## src/rtl/meas_mode_pkg.sv

```systemverilog
package meas_mode_pkg;
  localparam int NUM_MODES = 4;
  localparam int MODE_VOLT = 0;
  localparam int MODE_CURR = 1;
  localparam int MODE_RES2 = 2;
  localparam int MODE_RES4 = 3;

  typedef logic [NUM_MODES-1:0] mode_vec_t;

  typedef struct packed {
    logic vm;
    logic cm;
    logic w2;
    logic fb2w;
    logic fb4w;
  } sw_set_t;

  // isolate the lowest set bit
  function automatic mode_vec_t lowest_bit(input mode_vec_t v);
    return v & (~v + mode_vec_t'(1));
  endfunction
endpackage

```

## src/rtl/btn_debounce.sv

```systemverilog
module btn_debounce #(
  parameter int SYNC_STAGES     = 2,
  parameter int DEBOUNCE_CYCLES = 16
) (
  input  logic clk,
  input  logic rst,
  input  logic raw_in,
  output logic level_out
);
  localparam int CW = $clog2(DEBOUNCE_CYCLES + 1);
  localparam logic [CW-1:0] LAST = CW'(DEBOUNCE_CYCLES - 1);

  logic [SYNC_STAGES-1:0] sync_q;
  logic [CW-1:0]          cnt_q;
  logic                   level_q;
  logic                   synced;

  generate
    if (SYNC_STAGES == 1) begin : g_one
      always_ff @(posedge clk) begin
        if (rst) sync_q <= '0;
        else     sync_q <= raw_in;
      end
    end else begin : g_chain
      always_ff @(posedge clk) begin
        if (rst) sync_q <= '0;
        else     sync_q <= {sync_q[SYNC_STAGES-2:0], raw_in};
      end
    end
  endgenerate

  assign synced = sync_q[SYNC_STAGES-1];

  always_ff @(posedge clk) begin
    if (rst) begin
      cnt_q   <= '0;
      level_q <= 1'b0;
    end else if (synced == level_q) begin
      cnt_q <= '0;
    end else if (cnt_q == LAST) begin
      cnt_q   <= '0;
      level_q <= synced;
    end else begin
      cnt_q <= cnt_q + 1'b1;
    end
  end

  assign level_out = level_q;


  deb_follows_sync_chk: assert property (@(posedge clk) disable iff (rst)
    (level_q != $past(level_q)) |-> (level_q == $past(synced)));
endmodule

```

## src/rtl/mode_capture.sv

```systemverilog
module mode_capture
  import meas_mode_pkg::*;
(
  input  logic      clk,
  input  logic      rst,
  input  mode_vec_t btn_req,
  input  mode_vec_t rem_req,
  input  logic      local_en,
  input  logic      remote_en,
  output mode_vec_t mode_q
);
  mode_vec_t combined;
  logic      any_req;
  logic      any_q;
  logic      capture;

  genvar gi;
  generate
    for (gi = 0; gi < NUM_MODES; gi++) begin : g_or
      assign combined[gi] = (btn_req[gi] & local_en) | (rem_req[gi] & remote_en);
    end
  endgenerate

  assign any_req = |combined;
  assign capture = any_req & ~any_q;

  always_ff @(posedge clk) begin
    if (rst) begin
      any_q  <= 1'b0;
      mode_q <= '0;
    end else begin
      any_q <= any_req;
      if (capture) mode_q <= lowest_bit(combined);
    end
  end


  mode_onehot_chk: assert property (@(posedge clk) disable iff (rst) $onehot0(mode_q));

  hold_no_capture_chk: assert property (@(posedge clk) disable iff (rst)
    (any_q && any_req) |=> $stable(mode_q));

  reset_clear_chk: assert property (@(posedge clk) rst |=> (mode_q == '0));
endmodule

```

## src/rtl/switch_decode.sv

```systemverilog
module switch_decode
  import meas_mode_pkg::*;
(
  input  logic      clk,
  input  logic      rst,
  input  mode_vec_t mode,
  output sw_set_t   sw_q
);
  sw_set_t sw_d;

  always_comb begin
    sw_d      = '0;
    sw_d.vm   = mode[MODE_VOLT] | mode[MODE_RES2] | mode[MODE_RES4];
    sw_d.cm   = mode[MODE_CURR];
    sw_d.w2   = mode[MODE_RES2];
    sw_d.fb2w = mode[MODE_RES2];
    sw_d.fb4w = mode[MODE_RES4];
  end

  always_ff @(posedge clk) begin
    if (rst) sw_q <= '0;
    else     sw_q <= sw_d;
  end


  vm_cm_exclusive_chk: assert property (@(posedge clk) disable iff (rst) !(sw_q.vm && sw_q.cm));

  res_needs_vm_chk: assert property (@(posedge clk) disable iff (rst)
    (sw_q.w2 || sw_q.fb4w) |-> sw_q.vm);
endmodule

```

## src/rtl/meas_mode_sel.sv

```systemverilog
module meas_mode_sel
  import meas_mode_pkg::*;
#(
  parameter int SYNC_STAGES     = 2,
  parameter int DEBOUNCE_CYCLES = 16
) (
  input  logic       clk,
  input  logic       rst,
  input  logic [3:0] btn_in,
  input  logic [3:0] remote_req,
  input  logic       local_en,
  input  logic       remote_en,
  output logic [3:0] mode_onehot,
  output logic       sw_vm,
  output logic       sw_cm,
  output logic       sw_2w,
  output logic       sw_fb2w,
  output logic       sw_fb4w
);
  mode_vec_t btn_clean;
  mode_vec_t mode_q;
  sw_set_t   sw_q;

  genvar gi;
  generate
    for (gi = 0; gi < NUM_MODES; gi++) begin : g_btn
      btn_debounce #(
        .SYNC_STAGES    (SYNC_STAGES),
        .DEBOUNCE_CYCLES(DEBOUNCE_CYCLES)
      ) u_deb (
        .clk      (clk),
        .rst      (rst),
        .raw_in   (btn_in[gi]),
        .level_out(btn_clean[gi])
      );
    end
  endgenerate

  mode_capture u_cap (
    .clk      (clk),
    .rst      (rst),
    .btn_req  (btn_clean),
    .rem_req  (remote_req),
    .local_en (local_en),
    .remote_en(remote_en),
    .mode_q   (mode_q)
  );

  switch_decode u_dec (
    .clk (clk),
    .rst (rst),
    .mode(mode_q),
    .sw_q(sw_q)
  );

  assign mode_onehot = mode_q;
  assign sw_vm   = sw_q.vm;
  assign sw_cm   = sw_q.cm;
  assign sw_2w   = sw_q.w2;
  assign sw_fb2w = sw_q.fb2w;
  assign sw_fb4w = sw_q.fb4w;


  switch_follows_mode_chk: assert property (@(posedge clk) disable iff (rst)
    $past(mode_onehot) == 4'b0001 |-> (sw_vm && !sw_cm && !sw_2w && !sw_fb4w));
endmodule

```

## config.mk

```make
export PLATFORM = sky130hd
export DESIGN_NAME = meas_mode_sel
export DESIGN_NICKNAME = d
export VERILOG_FILES = /design/src/rtl/meas_mode_pkg.sv /design/src/rtl/btn_debounce.sv /design/src/rtl/mode_capture.sv /design/src/rtl/switch_decode.sv /design/src/rtl/meas_mode_sel.sv
export SDC_FILE = /design/constraint.sdc
export NUM_CORES = 1
export LEC_CHECK = 0
export BUFFER_PORTS_ARGS = -buffer_cell sky130_fd_sc_hd__buf_2
export CAP_MARGIN = 20
export CORE_UTILIZATION = 50
export CTS_CLUSTER_DIAMETER = 40
export DETAILED_ROUTE_END_ITERATION = 10
export GPL_TIMING_DRIVEN = 0
export PLACE_DENSITY_LB_ADDON = 0.2
export RECOVER_POWER = 100
export SLEW_MARGIN = 20
export SYNTH_ARGS = -nofsm -noshare
export SYNTH_HDL_FRONTEND = slang
export SYNTH_SLANG_ARGS = --single-unit
```

## constraint.sdc

```tcl
create_clock -name clk -period 1.65 [get_ports clk]
set_clock_uncertainty 0.1 [all_clocks]
set_input_delay 0.0825 -clock clk [delete_from_list [all_inputs] [get_ports clk]]
set_output_delay 0.0825 -clock clk [all_outputs]
set_load 0.05 [all_outputs]
```

== Word level (Yosys, flattened, before mapping) ==
Cells that the tools add are included.
Storage, ports and cells
  bits in registers: 41
  bits of input ports: 12
  output and inout bits: 9
  logic and storage cells: 62
Operators by class
  $add $sub $neg: 5
  equality and inequality tests: 8
  bitwise gates (word level): 22
  reduce and logical (&&, ||, !) cells: 9
Operators with widths (number)
  adder 5 x 1 -> 5 bit (second input constant): 4
  == test 5 x 4 -> 1 bit (second input constant): 4
  OR reduction 3 bit: 4
  AND 1 bit: 9
  AND reduction 2 bit: 4
  bitwise OR 1 bit: 6
  NOT 1 bit: 5
  adder 4 x 1 -> 4 bit (second input constant): 1
  AND 4 bit: 1
  == test 1 bit: 4
  NOT 4 bit: 1
  OR reduction 4 bit: 1

== Depth between registers and ports, before layout ==
Gate-level depths: netlist (run 1).
  word-level depth: 5
  gate-level depth with buffers: 5
  depth with buffers taken out: 5

== Cells and area by module ==
From an unflattened synthesis (run 1), not the netlist that was laid out.
Second synthesis, totals
  cell total of the unflattened synthesis: 146
  area, all modules: 1542.7 um^2
Modules (own cells, without submodules)
  btn_debounce: times used 4, cells an instance 27, area an instance 286.5 um^2, seq. area each 160.2 um^2
  mode_capture: times used 1, cells an instance 28, area an instance 279.0 um^2, seq. area each 100.1 um^2
  switch_decode: times used 1, cells an instance 10, area an instance 117.6 um^2, seq. area each 80.1 um^2

== Worst setup path after synthesis (run 1) ==
No wires, ideal clock.
  kind: register to register
  start point: register g_btn[0].u_deb.cnt_q[0]
  end point: register g_btn[0].u_deb.cnt_q[2]
  setup time: 0.064 ns
  arrival: 1.373 ns
  required time: 1.486 ns
  setup slack: 0.113 ns
  stages on the path, launching flop included: 6
  path buffers: 0
  clock period less this slack: 1.537 ns
  cells stage by stage: dfxtp_1 ha_1 and3_1 ha_1 or3_4 nor2_1
On the way
  word-level cells in the longest chain between the ends: 2
  elaborated cells on any way between the ends: 3
  classes of those cells: 1 x add/sub; 1 x eq/ne; 1 x reduce/logical
Ends and longest elaborated chain
  start, declared: RTL line btn_debounce.sv:14  | logic [CW-1:0] cnt_q;
  start signal, assigned: RTL line btn_debounce.sv:44  | cnt_q <= cnt_q + 1'b1;
  parallel branches: the longest is 2 deep, another holds adder 5 x 1 -> 5 bit
Several ways; the timed one is not identified.
A chain may end at the register's enable or synchronous reset.

== Final worst setup path (run 1) ==
  start point: register g_btn[3].u_deb.cnt_q[0]
  end point: register g_btn[3].u_deb.cnt_q[2]
On the way
  word-level cells in the longest chain between the ends: 2
  elaborated cells on any way between the ends: 3
  classes of those cells: 1 x add/sub; 1 x eq/ne; 1 x reduce/logical
Ends and longest elaborated chain (RTL line)
  start, declared: btn_debounce.sv:14
  start signal, assigned: btn_debounce.sv:44
  parallel branches: the longest is 2 deep, another holds adder 5 x 1 -> 5 bit
Several ways; the timed one is not identified.

==> results of run 1 <==
## final cells by class
| type | count | area [um^2] |
|---|---|---|
| buffer | 6 | 37.5 |
| clock buffer | 5 | 37.5 |
| clock inverter | 3 | 65.1 |
| fill | 236 | 1000 |
| inverter | 10 | 37.5 |
| multi-input combinational | 97 | 661 |
| sequential | 41 | 823 |
| tap | 31 | 38.8 |
| timing repair buffer | 26 | 148 |
## synth_stat cells
| master | number | area, um^2 |
|---|---|---|
| and3_1 | 4 | 25.0 |
| clkbuf_1 | 2 | 7.51 |
| a41oi_1 | 1 | 8.76 |
| nand2b_1 | 1 | 6.26 |
| dfxtp_1 | 41 | 821 |
| inv_1 | 10 | 37.5 |
| or3_4 | 4 | 45.0 |
| nor3_1 | 1 | 5.00 |
| o32ai_1 | 3 | 26.3 |
| a22oi_1 | 3 | 22.5 |
| ha_1 | 8 | 100 |
| o21ai_1 | 3 | 15.0 |
| xor2_1 | 4 | 35.0 |
| a41oi_2 | 1 | 16.3 |
| a21oi_1 | 1 | 5.00 |
| nand3_1 | 5 | 25.0 |
| a32o_1 | 1 | 10.0 |
| buf_4 | 4 | 30.0 |
| mux2i_1 | 4 | 40.0 |
| nand2_1 | 4 | 15.0 |
| xnor2_1 | 8 | 70.1 |
| nor2b_1 | 9 | 56.3 |
| o21ai_0 | 3 | 15.0 |
| nor2_1 | 29 | 109 |
## report_power, final
| part | internal, mW | leakage [nW] | total (mW) | switching, mW |
|---|---|---|---|---|
| Sequential | 1.01 | 0.334 | 1.02 | 0.0120 |
| Clock | 0.469 | 0.0552 | 0.780 | 0.311 |
| Combinational | 0.0521 | 0.319 | 0.132 | 0.0796 |
## layout by cell type (no fill, tap or decap), drive strengths merged, types with 5 or more instances in the layout
cell / instances
dfxtp: 41
nor2: 29
clkbuf: 17
buf: 14
inv: 10
nor2b: 9
xnor2: 8
ha: 8
dlygate4sd3: 6
o21ai: 6
nand3: 5
## per-layer routing
metal	track usage, %	up-vias	share of wire (%)
li1	-	577	-
met1	19.9	501	45
met2	29.2	37	47
met3	7.37	2	7.0
met4	8.36	0	1.1
met5	0	-	0
## kinds of logic after synthesis
group,Yosys count,share of synthesized area [%]
AND/OR/NAND/NOR,57,18.5
buffers and inverters,16,4.85
flip-flops,41,53.1
XOR/XNOR,12,6.80
adder cells (fa/ha/maj),8,6.47
multiplexers,4,2.59
AO/OA/AOI/OAI,16,7.69
## what timing repair did
| item | 4_1_cts | 5_1_grt |
|---|---|---|
| hold buffers | 6 | 0 |
| endpoints found under the setup margin | 3 | 12 |
| pin swaps | 2 | 2 |
| gates resized for setup | 4 | 4 |
| hold endpoints to repair | 6 | 0 |
## state kept, by name, summed over array words and instances (netlist names)
signal	flops
u_dec.sw_q	4
u_cap.mode_q	4
g_btn.u_deb.cnt_q	20
u_cap.any_q	1
g_btn.u_deb.sync_q	8
g_btn.u_deb.level_out	4
## through the flow
stage / area (um^2) / worst slack (ps)
floorplan: 1550 / 113
global placement: 1690 / 63.9
detailed placement: 1690 / -2.68
CTS: 1860 / 0.351
global route: 1850 / 2.84
finish: 1850 / 49.0
## final timing paths
path / start / end / cells after the start
setup / recovery: g_btn[3].u_deb.cnt_q[0] / g_btn[3].u_deb.cnt_q[2] / 5
hold / removal: local_en / u_cap.mode_q[1] / 3
setup reg to reg: g_btn[3].u_deb.cnt_q[0] / g_btn[3].u_deb.cnt_q[2] / 5
hold reg to reg: g_btn[0].u_deb.cnt_q[0] / g_btn[0].u_deb.cnt_q[0] / 1
## critical path, stage by stage (launching register included)
cell,delay [ps]
dfxtp_2,350
ha_1,210
and3_1,190
ha_1,200
or3_4,370
nor2_2,120
==> impl_metrics.json, run 1 <==
{
  "outcome": "complete, but fails checks",
  "failed_checks": "design-rule violations",
  "worst_pin_slew_ps": 607,
  "final_cells": 219,
  "powerDensity_mw_per_mm2": 1050,
  "setup_tns_ps": 0,
  "fin_util_pct": 64.8,
  "r2r_setup_slack_ps": 50,
  "cp.arrival_ps": 1800,
  "cts_buffer_depth": 2,
  "whs_ps": 26.6,
  "antenna_found_initial": 0,
  "die_height_um": 57.6,
  "drv_slew": 0,
  "fmax_mhz": 625,
  "peakVddDrop_mv": 0.644,
  "clk_pin_slew_worst_paths_ps": 120,
  "fin_crit_ps": 1600,
  "fp.dieArea_mm2": 0.00332,
  "routed_wl_um": 2550,
  "firstDrtPassIters": 8,
  "h-tree-depth": 2,
  "end_kind": "register",
  "via_per_inst": 5.10,
  "drv_cap": 0,
  "required_ps": 1840,
  "detail-route-antenna-nets": 0,
  "yosys_warnings": 0,
  "dr.first_iter.drc_count": 52,
  "io_buffers": 20,
  "p_leak_nw": 0.709,
  "grt_start_max_net_pins": 14,
  "via_count": 1117,
  "drive_gt1_share_pct": 17.6,
  "die_w_um": 57.6,
  "diodes": 0,
  "hp-class": "input pin to register",
  "num_io_pins": 21,
  "startpoint_type": "register",
  "grt_usage_pct": 17.7,
  "clock_latency_ps": 340,
  "row_count": 19,
  "start_util_pct": 54.2,
  "cts_made_buffers": 5,
  "cts_tree": "done",
  "rsz0062_at_grt": "no",
  "synth_area_per_cell_um2": 10.0,
  "wire_per_inst_um": 11.6,
  "syn-num-nets": 174,
  "hold_violations": 0,
  "ys_ff_latch": 41,
  "clock-sinks": 41,
  "critPathKind": "register to register",
  "cts_root_buf": "clkbuf_4",
  "remaining_drc_errors": 5,
  "cp_max_fo": 5,
  "grt_pass1_wl_um": 4270,
  "post-cts-setup-buffers": 0,
  "syn_inst": 154,
  "first_global_vias": 1044,
  "grt_overflow_total": 0,
  "post-route-period-util_pct": 97.0,
  "slew_headroom_pct": 59.7,
  "ys_types": 24,
  "placed_cells": 205,
  "synth_seq_area_share_pct": 53.1,
  "place_hpwl_um": 1820,
  "setup_viol": 0,
  "gp_congestion": 0.857,
  "fin_nets": 207,
  "p_total_mw": 1.94,
  "syn2layout_area_growth_pct": 19.5,
  "synth_area_mm2": 0.00155,
  "core_mm2": 0.00285
}
(Power assumes the default switching activity.)
==> inputs of run 2 (changes only) <==
Settings changed: CORE_ASPECT_RATIO set to 0.5.
==> impl_metrics.json, run 2 (synthesized netlist as in run 1, its figures left out) <==
{
  "h-tree-depth": 2,
  "setup_tns_ps": 0,
  "met2WireLength_um": 1020,
  "clk_pin_slew_worst_paths_ps": 80,
  "peakVddDrop_mv": 0.719,
  "via_per_inst": 4.85,
  "hp-class": "input pin to register",
  "wl_met3_um": 126,
  "slew_headroom_pct": 60.4,
  "met1Wirelength_um": 1290,
  "via_count": 1082,
  "num_io_pins": 21,
  "fin_util_pct": 66.3,
  "cts_root_buf": "clkbuf_8",
  "reg2reg_depth": 5,
  "place_hpwl_um": 1670,
  "drv_slew": 0,
  "final_cells": 223,
  "cts_tree": "done",
  "cts_buffer_depth": 2,
  "post-cts-setup-buffers": 0,
  "fin_nets": 205,
  "powerDensity_mw_per_mm2": 1070,
  "routed_wl_um": 2440,
  "critPathKind": "register to register",
  "grt_pass1_wl_um": 3620,
  "required_ps": 1780,
  "startpoint_type": "register",
  "outcome": "complete, no violations",
  "core_mm2": 0.00277,
  "end_kind": "register",
  "clock_latency_ps": 290,
  "drv_cap": 0,
  "grt_overflow_total": 0,
  "topRoutingLayerUsed": "met3",
  "cp.arrival_ps": 1710,
  "start_util_pct": 55.9,
  "drive_gt1_share_pct": 14.5,
  "cts_made_buffers": 5,
  "die_height_um": 41.3,
  "layout_commonest_cell": "dfxtp_1",
  "fmax_mhz": 634,
  "syn2layout_area_growth_pct": 18.6,
  "r2r_setup_slack_ps": 70,
  "hold_depth": 3,
  "fin_crit_ps": 1580,
  "hold_violations": 0,
  "dr.first_iter.drc_count": 32,
  "reg.largest.list": "g_btn.u_deb.cnt_q (20), g_btn.u_deb.sync_q (8)",
  "worst_pin_slew_ps": 597,
  "antenna_found_initial": 0,
  "p_leak_nw": 0.702,
  "crit_path_start": "g_btn[2].u_deb.cnt_q[0]",
  "rsz0062_at_grt": "no",
  "crit-reg2reg-capture": "g_btn[2].u_deb.cnt_q[2]",
  "placed_cells": 211,
  "cp_max_fo": 5,
  "clock-sinks": 41,
  "grt_start_max_net_pins": 13,
  "io_buffers": 20,
  "first_global_vias": 797,
  "die_w_um": 80.7,
  "cp-endpoint": "g_btn[2].u_deb.cnt_q[2]",
  "fillers": 237,
  "detail-route-antenna-nets": 0,
  "largest_register": "g_btn.u_deb.cnt_q",
  "diodes": 0,
  "r2r-start": "g_btn[2].u_deb.cnt_q[0]",
  "post-route-period-util_pct": 95.6,
  "layout_common_cells": "dfxtp_1 (41), nor2_1 (28), clkbuf_1 (13), inv_1 (10), buf_2 (10)",
  "fp.dieArea_mm2": 0.00333,
  "wire_per_inst_um": 10.9,
  "largest_reg_flops": 20,
  "row_count": 13,
  "firstDrtPassIters": 4,
  "setup_viol": 0,
  "grt_usage_pct": 16.1,
  "remaining_drc_errors": 0,
  "gp_congestion": 0.813
}
run 2: worst min-delay path by stage:
stage / from / to / slack, ps
5_1_grt: remote_req[1] / u_cap.mode_q[1] / 40
6_report: remote_req[1] / u_cap.mode_q[1] / 40
3_3_place_gp: btn_in[0] / g_btn[0].u_deb.sync_q[0] / 190
4_1_cts: rst / u_dec.sw_q[0] / 30
3_5_place_dp: btn_in[2] / g_btn[2].u_deb.sync_q[0] / 190
2_1_floorplan: rst / u_dec.sw_q[0] / 80
run 2: area by class of cell:
| class | count | area (um^2) | area share [%] |
|---|---|---|---|
| flip-flops and latches | 41 | 821 | 44.7 |
| repair buffers | 24 | 128 | 6.96 |
| multi-input cells | 97 | 648 | 35.3 |
| plain buffers | 6 | 37.5 | 2.05 |
| clock buffers | 7 | 86.3 | 4.71 |
| clock inverters | 1 | 30.0 | 1.64 |
| inverters | 10 | 37.5 | 2.05 |
| well taps | 37 | 46.3 | 2.52 |
run 2: power by group:
part / switching (mW) / internal [mW] / total (mW)
logic: 0.0780 / 0.0481 / 0.126
clock network: 0.328 / 0.493 / 0.821
registers: 0.0117 / 1.01 / 1.02
total: 0.418 / 1.55 / 1.97
run 2: per-stage QoR:
stage	power, mW	area, um^2	hold slack (ps)	setup WS [ps]
2_1_floorplan	1.13	1550	77.0	113
3_3_place_gp	1.17	1690	190	49.2
3_5_place_dp	1.17	1690	194	26.3
4_1_cts	1.99	1850	33.5	7.71
5_1_grt	2.05	1830	44.7	1.84
6_report	1.97	1830	42.8	73.4
run 2: per-layer routing:
metal  up-vias  GRT usage, %
met3         0          8.48
met5         -             0
met2        13          25.8
met4         0          5.36
li1        575             -
met1       494          19.0
run 2: worst max-delay path, cell delays in order, from the launching register on:
cell and delay [ps]:
dfxtp_1 330, ha_1 220, and3_1 190, ha_1 210
or3_4 370, nor2_1 110
run 2: repair_timing:
| action | 4_1_cts | 5_1_grt |
|---|---|---|
| pin swaps | 1 | 3 |
| endpoints found under the setup margin | 1 | 15 |
| hold endpoints to repair | 4 | 0 |
| hold buffers | 4 | 0 |
| cloned | 0 | 0 |
| gates resized for setup | 0 | 2 |
==> inputs of run 3 (changes only) <==
Settings changed: CORE_MARGIN set to 5.
==> impl_metrics.json, run 3 (synthesized netlist as in run 1, its figures left out) <==
{
  "cts_tree": "done",
  "remaining_drc_errors": 0,
  "reg.largest.list": "g_btn.u_deb.cnt_q (20), g_btn.u_deb.sync_q (8)",
  "hold_start": "remote_req[1]",
  "grt_pass1_wl_um": 4340,
  "cts_root_buf": "clkbuf_8",
  "crit_path_start": "g_btn[2].u_deb.cnt_q[0]",
  "firstDrtPassIters": 4,
  "critical-path-max-stage-delay_ps": 370,
  "hp-class": "input pin to register",
  "clock_latency_ps": 280,
  "h-tree-depth": 2,
  "startpoint_type": "register",
  "hold_violations": 0,
  "post-route-period-util_pct": 96.2,
  "p_int_mw": 1.39,
  "setup_viol": 0,
  "start_util_pct": 51.9,
  "powerDensity_mw_per_mm2": 986,
  "cts_buffer_depth": 2,
  "p_leak_nw": 0.688,
  "path_delay_family": "simple AND/OR/NAND/NOR gates",
  "syn2layout_area_growth_pct": 17.3,
  "drv_cap": 0,
  "drv_slew": 0,
  "largest_register": "g_btn.u_deb.cnt_q",
  "wire_per_inst_um": 11.2,
  "via_per_inst": 4.85,
  "pwr-share-seq_pct": 57.2,
  "fp.dieArea_mm2": 0.00437,
  "reg2reg_depth": 5,
  "p_total_mw": 1.79,
  "worst-path-stages": 5,
  "r2r_setup_slack_ps": 60,
  "fmax_mhz": 630,
  "row_count": 14,
  "swShare_pct": 22.2,
  "num_io_pins": 21,
  "core_mm2": 0.00298,
  "grt_usage_pct": 13.3,
  "die_height_um": 49.3,
  "place_hpwl_um": 1830,
  "crit-reg2reg-capture": "g_btn[2].u_deb.cnt_q[3]",
  "end_kind": "register",
  "pwr-share-comb_pct": 7.0,
  "critPathKind": "register to register",
  "largest_reg_flops": 20,
  "cp_max_fo": 5,
  "cts_made_buffers": 5,
  "first_global_vias": 1037,
  "slew_headroom_pct": 60.4,
  "rsz0062_at_grt": "no",
  "outcome": "complete, no violations",
  "cp-endpoint": "g_btn[2].u_deb.cnt_q[3]",
  "cp_cell_sequence": "ha_1 > and3_1 > ha_1 > or3_4 > nor2_1",
  "dr.first_iter.drc_count": 77,
  "pre_cts_slack_ps": -1.97,
  "grt_start_max_net_pins": 12,
  "layout_commonest_cell": "dfxtp_1",
  "required_ps": 1780,
  "fin_crit_ps": 1590,
  "fin_nets": 205,
  "placed_cells": 214,
  "cpMostUsedCell": "ha_1",
  "worst-path-buf-inv": 0,
  "die_w_um": 88.7,
  "layout_common_cells": "dfxtp_1 (40), nor2_1 (27), clkbuf_1 (13), inv_1 (10), buf_2 (10)",
  "clk_pin_slew_worst_paths_ps": 70,
  "cp.arrival_ps": 1710,
  "via_count": 1092,
  "r2r-start": "g_btn[2].u_deb.cnt_q[0]",
  "diodes": 0,
  "clock-sinks": 41,
  "cpMaxStageDelayCell": "or3_4",
  "detail-route-antenna-nets": 0,
  "io_buffers": 20,
  "gp_congestion": 0.728,
  "worst_pin_slew_ps": 596,
  "peakVddDrop_mv": 0.481,
  "antenna_found_initial": 0,
  "switching_power_mw": 0.397,
  "grt_overflow_total": 0,
  "clkPwrFrac_pct": 35.8,
  "routed_wl_um": 2520,
  "drive_gt1_share_pct": 15.7,
  "final_cells": 225,
  "fin_ws_ps": 62.3
}
[run 3: cell count changes in the layout (fill, tap and decap cells not counted)]
| cell | delta |
|---|---|
| dfxtp_1 | -1 |
| bufinv_16 | -1 |
| ha_1 | -1 |
| nor2_2 | +1 |
| ha_2 | +1 |
| nor2_1 | -1 |
| dfxtp_2 | +1 |
[run 3: how the worst min path moves through the flow]
| stage | endpoint | slack [ps] | depth (start not counted) |
|---|---|---|---|
| 4_1_cts | u_dec.sw_q[0] | 30 | 2 |
| 6_report | u_cap.mode_q[1] | 40 | 3 |
| 5_1_grt | u_cap.mode_q[1] | 80 | 3 |
| 2_1_floorplan | u_dec.sw_q[0] | 80 | 1 |
| 3_3_place_gp | g_btn[3].u_deb.sync_q[0] | 190 | 2 |
| 3_5_place_dp | g_btn[2].u_deb.sync_q[0] | 200 | 2 |
[run 3: metal layers]
metal	global-route usage, %	vias up	part of all wire, %
li1	-	571	-
met1	14.8	491	46
met2	21.2	23	47
met3	5.06	7	5.0
met4	8.29	0	2.2
met5	0	-	0
[run 3: timing repair]
item / in CTS / in global routing
gates resized for setup: 0 / 7
pin swaps: 1 / 2
endpoints found under the hold margin: 4 / 0
setup buffers: 0 / 0
setup endpoints to repair: 1 / 15
hold buffers: 4 / 0
[run 3: per-stage QoR]
stage	hold WS, ps	utilization (%)	TNS (ps)	cell area (um^2)
after global placement	190	57.0	0	1700
after floorplan	77.0	-	0	1550
after global routing	80.9	60.9	0	1810
after CTS	27.7	61.2	0	1820
after detailed placement	200	57.0	-1.97	1700
final	42.7	60.9	0	1810
[run 3: cell type report]
type	instances	area (um^2)
tap	40	50.0
multi-input combinational	97	653
timing repair buffer	24	128
buffer	6	37.5
fill	266	1160
inverter	10	37.5
clock buffer	7	86.3
sequential	41	822
[run 3: power groups by stage]
stage                     clock, mW  sequential (mW)  combinational [mW]
after CTS                     0.671             1.02               0.129
after global placement            0             1.05               0.120
after global routing          0.722             1.03               0.137
after floorplan                   0             1.06              0.0652
after detailed placement          0             1.05               0.122
final                         0.640             1.02               0.125
[run 3: worst reg2reg max path: stages, from the launching register on]
cell and delay (ps):
dfxtp_1 330, ha_1 220, and3_1 190, ha_1 200
or3_4 370, nor2_1 120
